===== config.mk =====
export PLATFORM = sky130hd
export DESIGN_NAME = wave_peak_tracker
export DESIGN_NICKNAME = d
export VERILOG_FILES = /design/src/rtl/wpk_pkg.sv /design/src/rtl/wpk_abs.sv /design/src/rtl/wpk_maxsel.sv /design/src/rtl/wpk_window_ctl.sv /design/src/rtl/wave_peak_tracker.sv
export SDC_FILE = /design/constraint.sdc
export NUM_CORES = 1
export LEC_CHECK = 0
export ABC_AREA = 1
export CAP_MARGIN = 20
export CORE_MARGIN = 3
export CORE_UTILIZATION = 56
export DETAILED_ROUTE_END_ITERATION = 8
export GPL_ROUTABILITY_DRIVEN = 0
export PLACE_DENSITY = 0.83
export SYNTH_ARGS = -nofsm -noshare
export SYNTH_HDL_FRONTEND = slang
export SYNTH_SLANG_ARGS = --single-unit

===== constraint.sdc =====
create_clock -name clk -period 6.53 [get_ports clk]
set_input_delay 0.653 -clock clk [delete_from_list [all_inputs] [get_ports clk]]
set_output_delay 0.653 -clock clk [all_outputs]
set_load 0.01 [all_outputs]

===== src/rtl/wpk_pkg.sv =====
package wpk_pkg;
    typedef enum logic {
        S_OFF = 1'b0,
        S_RUN = 1'b1
    } win_state_t;

    localparam int PHASES   = 3;
    localparam int PK_LSB   = 2;
    localparam int TH_LSB   = 5;
endpackage


===== src/rtl/wpk_abs.sv =====
module wpk_abs #(
    parameter int W = 16
) (
    input  logic signed [W-1:0] x,
    output logic        [W-2:0] mag
);
    localparam logic [W-1:0] MOST_NEG = {1'b1, {(W-1){1'b0}}};
    logic [W-1:0] neg;

    always_comb begin
        neg = -x;
        if (x == MOST_NEG)
            mag = '1;
        else if (x[W-1])
            mag = neg[W-2:0];
        else
            mag = x[W-2:0];
    end
endmodule


===== src/rtl/wpk_maxsel.sv =====
module wpk_maxsel #(
    parameter int MW = 15,
    parameter int N  = 3
) (
    input  logic [N-1:0][MW-1:0] mags,
    input  logic [N-1:0]         en,
    input  logic                 take,
    input  logic [MW-1:0]        cur,
    output logic [MW-1:0]        best
);
    always_comb begin
        best = cur;
        for (int p = 0; p < N; p++) begin
            if (take && en[p] && (mags[p] > best))
                best = mags[p];
        end
    end
endmodule


===== src/rtl/wpk_window_ctl.sv =====
module wpk_window_ctl
    import wpk_pkg::*;
#(
    parameter int CW = 8
) (
    input  logic          clk,
    input  logic          rst_n,
    input  logic          half_cyc,
    input  logic [CW-1:0] win_len,
    output logic          win_arm,
    output logic          win_close,
    output logic          win_acc
);
    win_state_t    state_q, state_d;
    logic [CW-1:0] cnt_q;
    logic [CW:0]   cnt_inc;
    logic          len_nz;

    assign len_nz  = (win_len != '0);
    assign cnt_inc = {1'b0, cnt_q} + 1'b1;

    always_comb begin
        state_d = state_q;
        unique case (state_q)
            S_OFF: if (len_nz)  state_d = S_RUN;
            S_RUN: if (!len_nz) state_d = S_OFF;
        endcase
    end

    always_ff @(posedge clk) begin
        if (!rst_n) state_q <= S_OFF;
        else        state_q <= state_d;
    end

    always_comb begin
        win_arm   = 1'b0;
        win_close = 1'b0;
        win_acc   = 1'b0;
        unique case (state_q)
            S_OFF: win_arm = len_nz;
            S_RUN: begin
                win_acc   = len_nz;
                win_close = len_nz && half_cyc && (cnt_inc >= {1'b0, win_len});
            end
        endcase
    end

    always_ff @(posedge clk) begin
        if (!rst_n)
            cnt_q <= '0;
        else if (win_arm || win_close)
            cnt_q <= '0;
        else if (win_acc && half_cyc)
            cnt_q <= cnt_inc[CW-1:0];
    end
endmodule


===== src/rtl/wave_peak_tracker.sv =====
module wave_peak_tracker
    import wpk_pkg::*;
#(
    parameter int W  = 16,
    parameter int CW = 8
) (
    input  logic                 clk,
    input  logic                 rst_n,
    input  logic                 smp_valid,
    input  logic                 half_cyc,
    input  logic [7:0]           mode,
    input  logic [CW-1:0]        win_len,
    input  logic [W-2:0]         v_lvl,
    input  logic [W-2:0]         i_lvl,
    input  logic signed [W-1:0]  v_a,
    input  logic signed [W-1:0]  v_b,
    input  logic signed [W-1:0]  v_c,
    input  logic signed [W-1:0]  i_a,
    input  logic signed [W-1:0]  i_b,
    input  logic signed [W-1:0]  i_c,
    input  logic [2*PHASES-1:0]  stat_clr,
    output logic [W-2:0]         v_peak,
    output logic [W-2:0]         i_peak,
    output logic [2*PHASES-1:0]  status
);
    localparam int MW = W - 1;

    logic [PHASES-1:0][W-1:0]  v_raw, i_raw;
    logic [PHASES-1:0][MW-1:0] v_mag, i_mag;
    logic [PHASES-1:0]         pk_en, th_en;
    logic [MW-1:0]             v_run_q, i_run_q, v_best, i_best;
    logic [PHASES-1:0]         v_over, i_over;
    logic                      win_arm, win_close, win_acc;

    assign v_raw = {v_c, v_b, v_a};
    assign i_raw = {i_c, i_b, i_a};
    assign pk_en = mode[PK_LSB +: PHASES];
    assign th_en = mode[TH_LSB +: PHASES];

    generate
        for (genvar p = 0; p < PHASES; p++) begin : g_phase
            wpk_abs #(.W(W)) u_vabs (.x(v_raw[p]), .mag(v_mag[p]));
            wpk_abs #(.W(W)) u_iabs (.x(i_raw[p]), .mag(i_mag[p]));
            assign v_over[p] = smp_valid && th_en[p] && (v_mag[p] > v_lvl);
            assign i_over[p] = smp_valid && th_en[p] && (i_mag[p] > i_lvl);
        end
    endgenerate

    wpk_window_ctl #(.CW(CW)) u_ctl (
        .clk       (clk),
        .rst_n     (rst_n),
        .half_cyc  (half_cyc),
        .win_len   (win_len),
        .win_arm   (win_arm),
        .win_close (win_close),
        .win_acc   (win_acc)
    );

    wpk_maxsel #(.MW(MW), .N(PHASES)) u_vmax (
        .mags (v_mag), .en (pk_en), .take (smp_valid && win_acc),
        .cur  (v_run_q), .best (v_best)
    );

    wpk_maxsel #(.MW(MW), .N(PHASES)) u_imax (
        .mags (i_mag), .en (pk_en), .take (smp_valid && win_acc),
        .cur  (i_run_q), .best (i_best)
    );

    always_ff @(posedge clk) begin
        if (!rst_n) begin
            v_run_q <= '0;
            i_run_q <= '0;
            v_peak  <= '0;
            i_peak  <= '0;
        end else if (win_arm) begin
            v_run_q <= '0;
            i_run_q <= '0;
        end else if (win_close) begin
            v_peak  <= v_best;
            i_peak  <= i_best;
            v_run_q <= '0;
            i_run_q <= '0;
        end else if (win_acc) begin
            v_run_q <= v_best;
            i_run_q <= i_best;
        end
    end

    always_ff @(posedge clk) begin
        if (!rst_n)
            status <= '0;
        else
            status <= (status & ~stat_clr) | {i_over, v_over};
    end
endmodule


### Word level (Yosys, flattened, before mapping)

Cells that the tools add are included.

| storage, ports and cells | value |
|---|---|
| register bits | 75 |
| logic and storage cells | 87 |

| operators by class | value |
|---|---|
| add/sub/neg operators | 7 |
| magnitude comparators | 13 |
| equality and inequality tests | 6 |
| muxes and demuxes | 22 |
| bitwise logic cells | 5 |
| reduce and logical (&&, ||, !) cells | 27 |

Operators by type and width:

| operator | count |
|---|---|
| 15-bit 2-to-1 mux | 18 |
| 15-bit > comparator | 12 |
| 16-bit == test, second input constant | 6 |
| 15-bit negator | 6 |
| 1-bit logical AND | 22 |
| 8-bit by 1-bit adder with 9-bit output, second input constant | 1 |
| 9-bit by 8-bit >= comparator with 1-bit output | 1 |
| 8-bit nonzero test | 1 |
| 6-bit bitwise AND | 1 |
| 6-bit inverter | 1 |
| 6-bit OR | 1 |
| 1-bit 2-to-1 mux | 4 |
| 3-bit OR reduction | 1 |
| 1-bit inverter | 2 |
| 2-bit AND reduction | 1 |
| 2-bit OR reduction | 1 |
| 1-bit logical OR | 1 |

### Longest topological paths before layout

| logic depth | value |
|---|---|
| word-level depth | 12 |
| gate-level depth with buffers | 47 |
| mapped depth without buffers | 45 |

### Cells and area by module

Synthesis repeated with hierarchy kept, for this count alone.

| second synthesis, totals | value |
|---|---|
| cell total of the unflattened synthesis | 2,014 |
| area total of the unflattened synthesis | 12,014.0 µm² |

Modules (own cells, without submodules):

| module | instances | cells each | area each (µm²) | sequential area each (µm²) |
|---|---|---|---|---|
| wave_peak_tracker | 1 | 700 | 4,750.8 | 1,321.3 |
| wpk_maxsel | 2 | 319 | 1,788.0 | 0.0 |
| wpk_abs | 6 | 93 | 488.0 | 0.0 |
| wpk_window_ctl | 1 | 118 | 759.5 | 180.2 |

### Least setup slack after synthesis

Ideal clock, no wire load.

| timing | value |
|---|---|
| path type | input -> register |
| start | in v_a[0] |
| end | reg v_peak[14] |
| arrival time | 5,217 ps |
| data required time | 6,421 ps |
| slack | 1,204 ps |
| cell stages on the path | 44 |
| cell sequence | inv_1 -> ha_1 -> nand2_1 -> nor2_1 -> nand4_2 -> buf_2 -> nand2_1 -> ha_1 -> nand2_1 -> inv_1 -> a21oi_1 -> nand2_1 -> nand2_1 -> nand2_2 -> nand2_4 -> buf_6 -> nand2_1 -> nand2_1 -> [8 not listed] -> nand2_2 -> buf_6 -> nand3_1 -> nand2_1 -> ha_1 -> a21oi_1 -> o21ai_0 -> nand2_1 -> o211ai_1 -> nand3b_1 -> nand2_1 -> nand2_1 -> inv_2 -> buf_2 -> nand2_1 -> nand3_1 -> nand2_1 -> inv_1 |

| on the way | value |
|---|---|
| cells in the longest elaborated chain, start to end | 12 |

RTL lines:

| what | line | text |
|---|---|---|
| start, declared | wave_peak_tracker.sv:15 | `input logic signed [W-1:0] v_a,` |
| 15-bit negator | wpk_abs.sv:11 | `neg = -x;` |
| 15-bit 2-to-1 mux | wpk_abs.sv:14 | `else if (x[W-1])` |
| 15-bit 2-to-1 mux * | wpk_abs.sv:12 | `if (x == MOST_NEG)` |
| 15-bit > comparator | wpk_maxsel.sv:14 | `if (take && en[p] && (mags[p] > best))` |
| 1-bit logical AND | wpk_maxsel.sv:14 |  |
| 15-bit 2-to-1 mux * | wpk_maxsel.sv:14 |  |
| 15-bit > comparator | wpk_maxsel.sv:14 |  |
| 1-bit logical AND | wpk_maxsel.sv:14 |  |
| 15-bit 2-to-1 mux * | wpk_maxsel.sv:14 |  |
| 15-bit > comparator | wpk_maxsel.sv:14 |  |
| 1-bit logical AND | wpk_maxsel.sv:14 |  |
| 15-bit 2-to-1 mux * | wpk_maxsel.sv:14 |  |
| end signal, assigned | wave_peak_tracker.sv:79 | `v_peak <= v_best;` |
| end, declared | wave_peak_tracker.sv:22 | `output logic [W-2:0] v_peak,` |

Mark *: on every way between the ends. The rest lies on a longest branch, timed or not.
A chain may end at the register's enable or synchronous reset.

### Worst setup path after layout

| timing | value |
|---|---|
| start | in i_a[0] |
| end | reg i_peak[1] |

| on the way | value |
|---|---|
| cells in the longest elaborated chain, start to end | 12 |

RTL lines:

| what | line | text |
|---|---|---|
| start, declared | wave_peak_tracker.sv:18 | `input logic signed [W-1:0] i_a,` |
| 15-bit negator | wpk_abs.sv:11 |  |
| 15-bit 2-to-1 mux | wpk_abs.sv:14 |  |
| 15-bit 2-to-1 mux * | wpk_abs.sv:12 |  |
| 15-bit > comparator | wpk_maxsel.sv:14 |  |
| 1-bit logical AND | wpk_maxsel.sv:14 |  |
| 15-bit 2-to-1 mux * | wpk_maxsel.sv:14 |  |
| 15-bit > comparator | wpk_maxsel.sv:14 |  |
| 1-bit logical AND | wpk_maxsel.sv:14 |  |
| 15-bit 2-to-1 mux * | wpk_maxsel.sv:14 |  |
| 15-bit > comparator | wpk_maxsel.sv:14 |  |
| 1-bit logical AND | wpk_maxsel.sv:14 |  |
| 15-bit 2-to-1 mux * | wpk_maxsel.sv:14 |  |
| end signal, assigned | wave_peak_tracker.sv:80 | `i_peak <= i_best;` |
| end, declared | wave_peak_tracker.sv:23 | `output logic [W-2:0] i_peak,` |

Marks and branches as above.

==> out/results.tsv <==
stage	metric	value	unit
status	outcome	finished clean	
sta	setup_viol	0	
placement	port_buffers	185	
die	fp.dieH	147.8	um
sta	period_share	95.58	%
grt	grt_overflow	0	
route	drtIter0Drc	1091	
sta	period_needed	6.242	ns
worst_setup_path	startpoint_type	input pin	
synthesis	synthesis.nets	2251	
route	postRouteWirelength	38.35	mm
route	routedWlPerCell	15.97	um
worst_setup_path	path_max_fanout	15	
cells_and_area	final_core_util	72.88	%
cts	insertion_delay	0.35	ns
die	die-area	21850	sq um
route	top_layer	met4	
cts	cts_tree	done	
worst_setup_path	worstPathRequired	6.78	ns
sta	hold_viol	0	
synthesis	syn_avg_cell_area	5.916	sq um
synthesis	synth-async-reset-ratio	0	%
cells_and_area	layout.cells.non_filler	2401	
worst_setup_path	rr_worst_depth	31	
route	wl_met3	3.061	mm
synthesis	synth_edf_count	0	
grt	antenna_found_initial	0	
synthesis	ys_seq_elements	75	
cts	cts_root_buf	clkbuf_16	
grt	grt_usage	33.20	%
worst_setup_path	crit_cells	39	
worst_setup_path	critPathSlowestCell	clkdlybuf4s50_1	
synthesis	synth-seq-area-share	13.33	%
cells_and_area	layout-drive-gt1-share	6.835	%
power	vdd_drop_max	106.6	uV
worst_setup_path	critPathMostFrequentCell	nand2_1	
placement	dp.cells	2382	
power	power	1.936	mW
sta	slew_headroom	25.34	%
worst_setup_path	worst-path-buf-inv	8	
worst_setup_path	slowest_delay	0.41	ns
die	die_x	147.8	um
grt	grt_pass1_wl	59.64	mm
cells_and_area	area.growth.synth_to_final	26.75	%
sta	fmax	0.1602	GHz
synthesis	synthTopCellsByArea	ha_1, nand2_1, dfxtp_1	
die	io_pins	188	
worst_setup_path	worstReg2RegEnd	i_peak[1]	
cts	numCtsBuffers	9	
sta	skew	0.005711	ns
worst_setup_path	critPathKind	in2reg	
cells_and_area	final_nets	2479	
die	initial_core_util	57.50	%
worst_setup_path	crit_family	simple AND/OR/NAND/NOR gates	
die	rows	51	
route	met2_length	18.35	mm
worst_setup_path	cp.arrival	6.49	ns
power	pwr_density_cell	135.6	nW/um^2
worst_setup_path	rr_startpoint	i_run_q[6]	
cts	hold_buffers	0	
worst_setup_path	crit_start	i_a[0]	
synthesis	synthCells	1904	
cts	clkTransAtPathRegs	0.06	ns
synthesis	ys_warn_count	0	
die	core-area	19590	sq um
synthesis	yosysMostFrequentCell	nand2_1	
route	ant_nets	0	
power	p_leak	7.301	nW
placement	post-dp-hpwl	31.39	mm
worst_setup_path	cp-end-kind	register	
route	vias	13650	
cts	cts_buffer_depth	2	
synthesis	synth_common_cells	nand2_1, inv_1, nand3_1	
worst_hold_path	min_path_type	reg2reg	
route	met1_length	14.61	mm
synthesis	synth-main-ff-cell	dfxtp_1	
route	firstDrtPassIters	6	
route	drc	0	
route	avgViaCountPerCell	5.686	
worst_setup_path	endpoint	i_peak[1]	
synthesis	synth_area	11260	sq um
run	maxCapViolCount	0	
sta	drv_slew	0	
sta	worstMarginPinSlew	1.119	ns
grt	grt_max_degree	39	
cts	clock_sinks	75	
cells_and_area	antenna_cells	0	
cts	htreeDepth	3	
worst_setup_path	r2r_setup_slack	1.61	ns
synthesis	synth_top_area_cell	ha_1	
synthesis	synth_top_area_share	21.66	%
grt	grt_pass1_vias	12530	
synthesis	synth_cell_types	41	
cells_and_area	fill_cells	1704	
report_power, final:
group | leakage (nW) | total [mW] | internal, mW | switching (mW)
registers | 0.607 | 0.477 | 0.469 | 0.00796
logic | 6.54 | 0.911 | 0.373 | 0.538
clock network | 0.152 | 0.548 | 0.334 | 0.214
per-layer routing:
metal / vias up / global-route usage (%)
met5: - / 0
met4: 0 / 17.83
met3: 169 / 4.874
met2: 652 / 58.57
met1: 6146 / 38.77
li1: 6685 / -
tightest hold or removal path: stages (launching register included):
cell     delay, ns
dfxtp_1       0.31
nand2_1       0.06
a21oi_1       0.05
state kept, by name, summed over array words and instances (netlist names):
register and cells:
u_ctl.state_q 1, status 6, i_run_q 15, v_peak 15
v_run_q 15, i_peak 15, u_ctl.cnt_q 8
cells in the final DEF (no fill, tap or decap), types with 3 or more instances in the layout:
cell type        count
inv_2                4
buf_4               64
o31ai_1              4
inv_1              316
nor2_2              15
xor2_1              32
o21ai_0             47
nand3_1            207
a31oi_1              7
o21bai_1             3
a21oi_1            160
nand2_2             12
o211ai_1             7
inv_4                3
o21a_1               4
nand4_1             37
nand3_2              4
nor3_1              12
xnor2_1              5
and2_1               5
nor4b_1              3
clkdlybuf4s50_1    185
ha_1               193
dfxtp_1             75
a211oi_1             3
nor2_4               6
nor2_1             134
or2_2                6
clkbuf_16            9
and3_1               3
nor4_1               6
nand2_1            528
nand3b_1             9
through the flow:
step	area [sq um]	setup WS, ns	hold slack (ns)	setup TNS [ns]
floorplan	11260	1.204	0.4575	0
global placement	13750	0.1259	0.4562	0
detailed placement	13750	-0.03072	0.4563	-0.3323
CTS	14060	0.2531	0.4657	0
global route	14280	-0.1627	0.4898	-3.236
finish	14280	0.2883	0.4656	0
cells by family (layout without fill, tap and decap cells):
kind of cell               Yosys count  count (layout)  share of synthesized area, %
DFF                                 75              75                         13.33
xor gates and xnor gates            37              37                         2.877
adders and majority gates          195             195                         21.66
buffers and inverters              360             591                         12.54
AOI/OAI and AO/OA                  240             240                         11.30
and+or+nand+nor                    997             998                         38.30
final cells by class:
class	count	area (sq um)	area share (%)
clock buffer	9	225.2	1.577
sequential	75	1501	10.52
clock inverter	6	90.09	0.6310
tap	265	331.6	2.322
multi-input combinational	1470	8514	59.64
inverter	323	1220	8.544
timing repair buffer	253	2395	16.77
how the worst min path moves through the flow:
stage	start	end	depth (start not counted)
after floorplan	u_ctl.cnt_q[1]	u_ctl.cnt_q[1]	2
after global placement	status[3]	status[3]	2
after detailed placement	status[3]	status[3]	2
after CTS	status[3]	status[3]	2
after global routing	status[0]	status[0]	2
final	status[3]	status[3]	2
timing repair:
action / in CTS / in global routing
setup buffers: 0 / 2
gates resized for setup: 0 / 48
endpoints found under the setup margin: 0 / 60
Power figures use the tool's default switching activity.
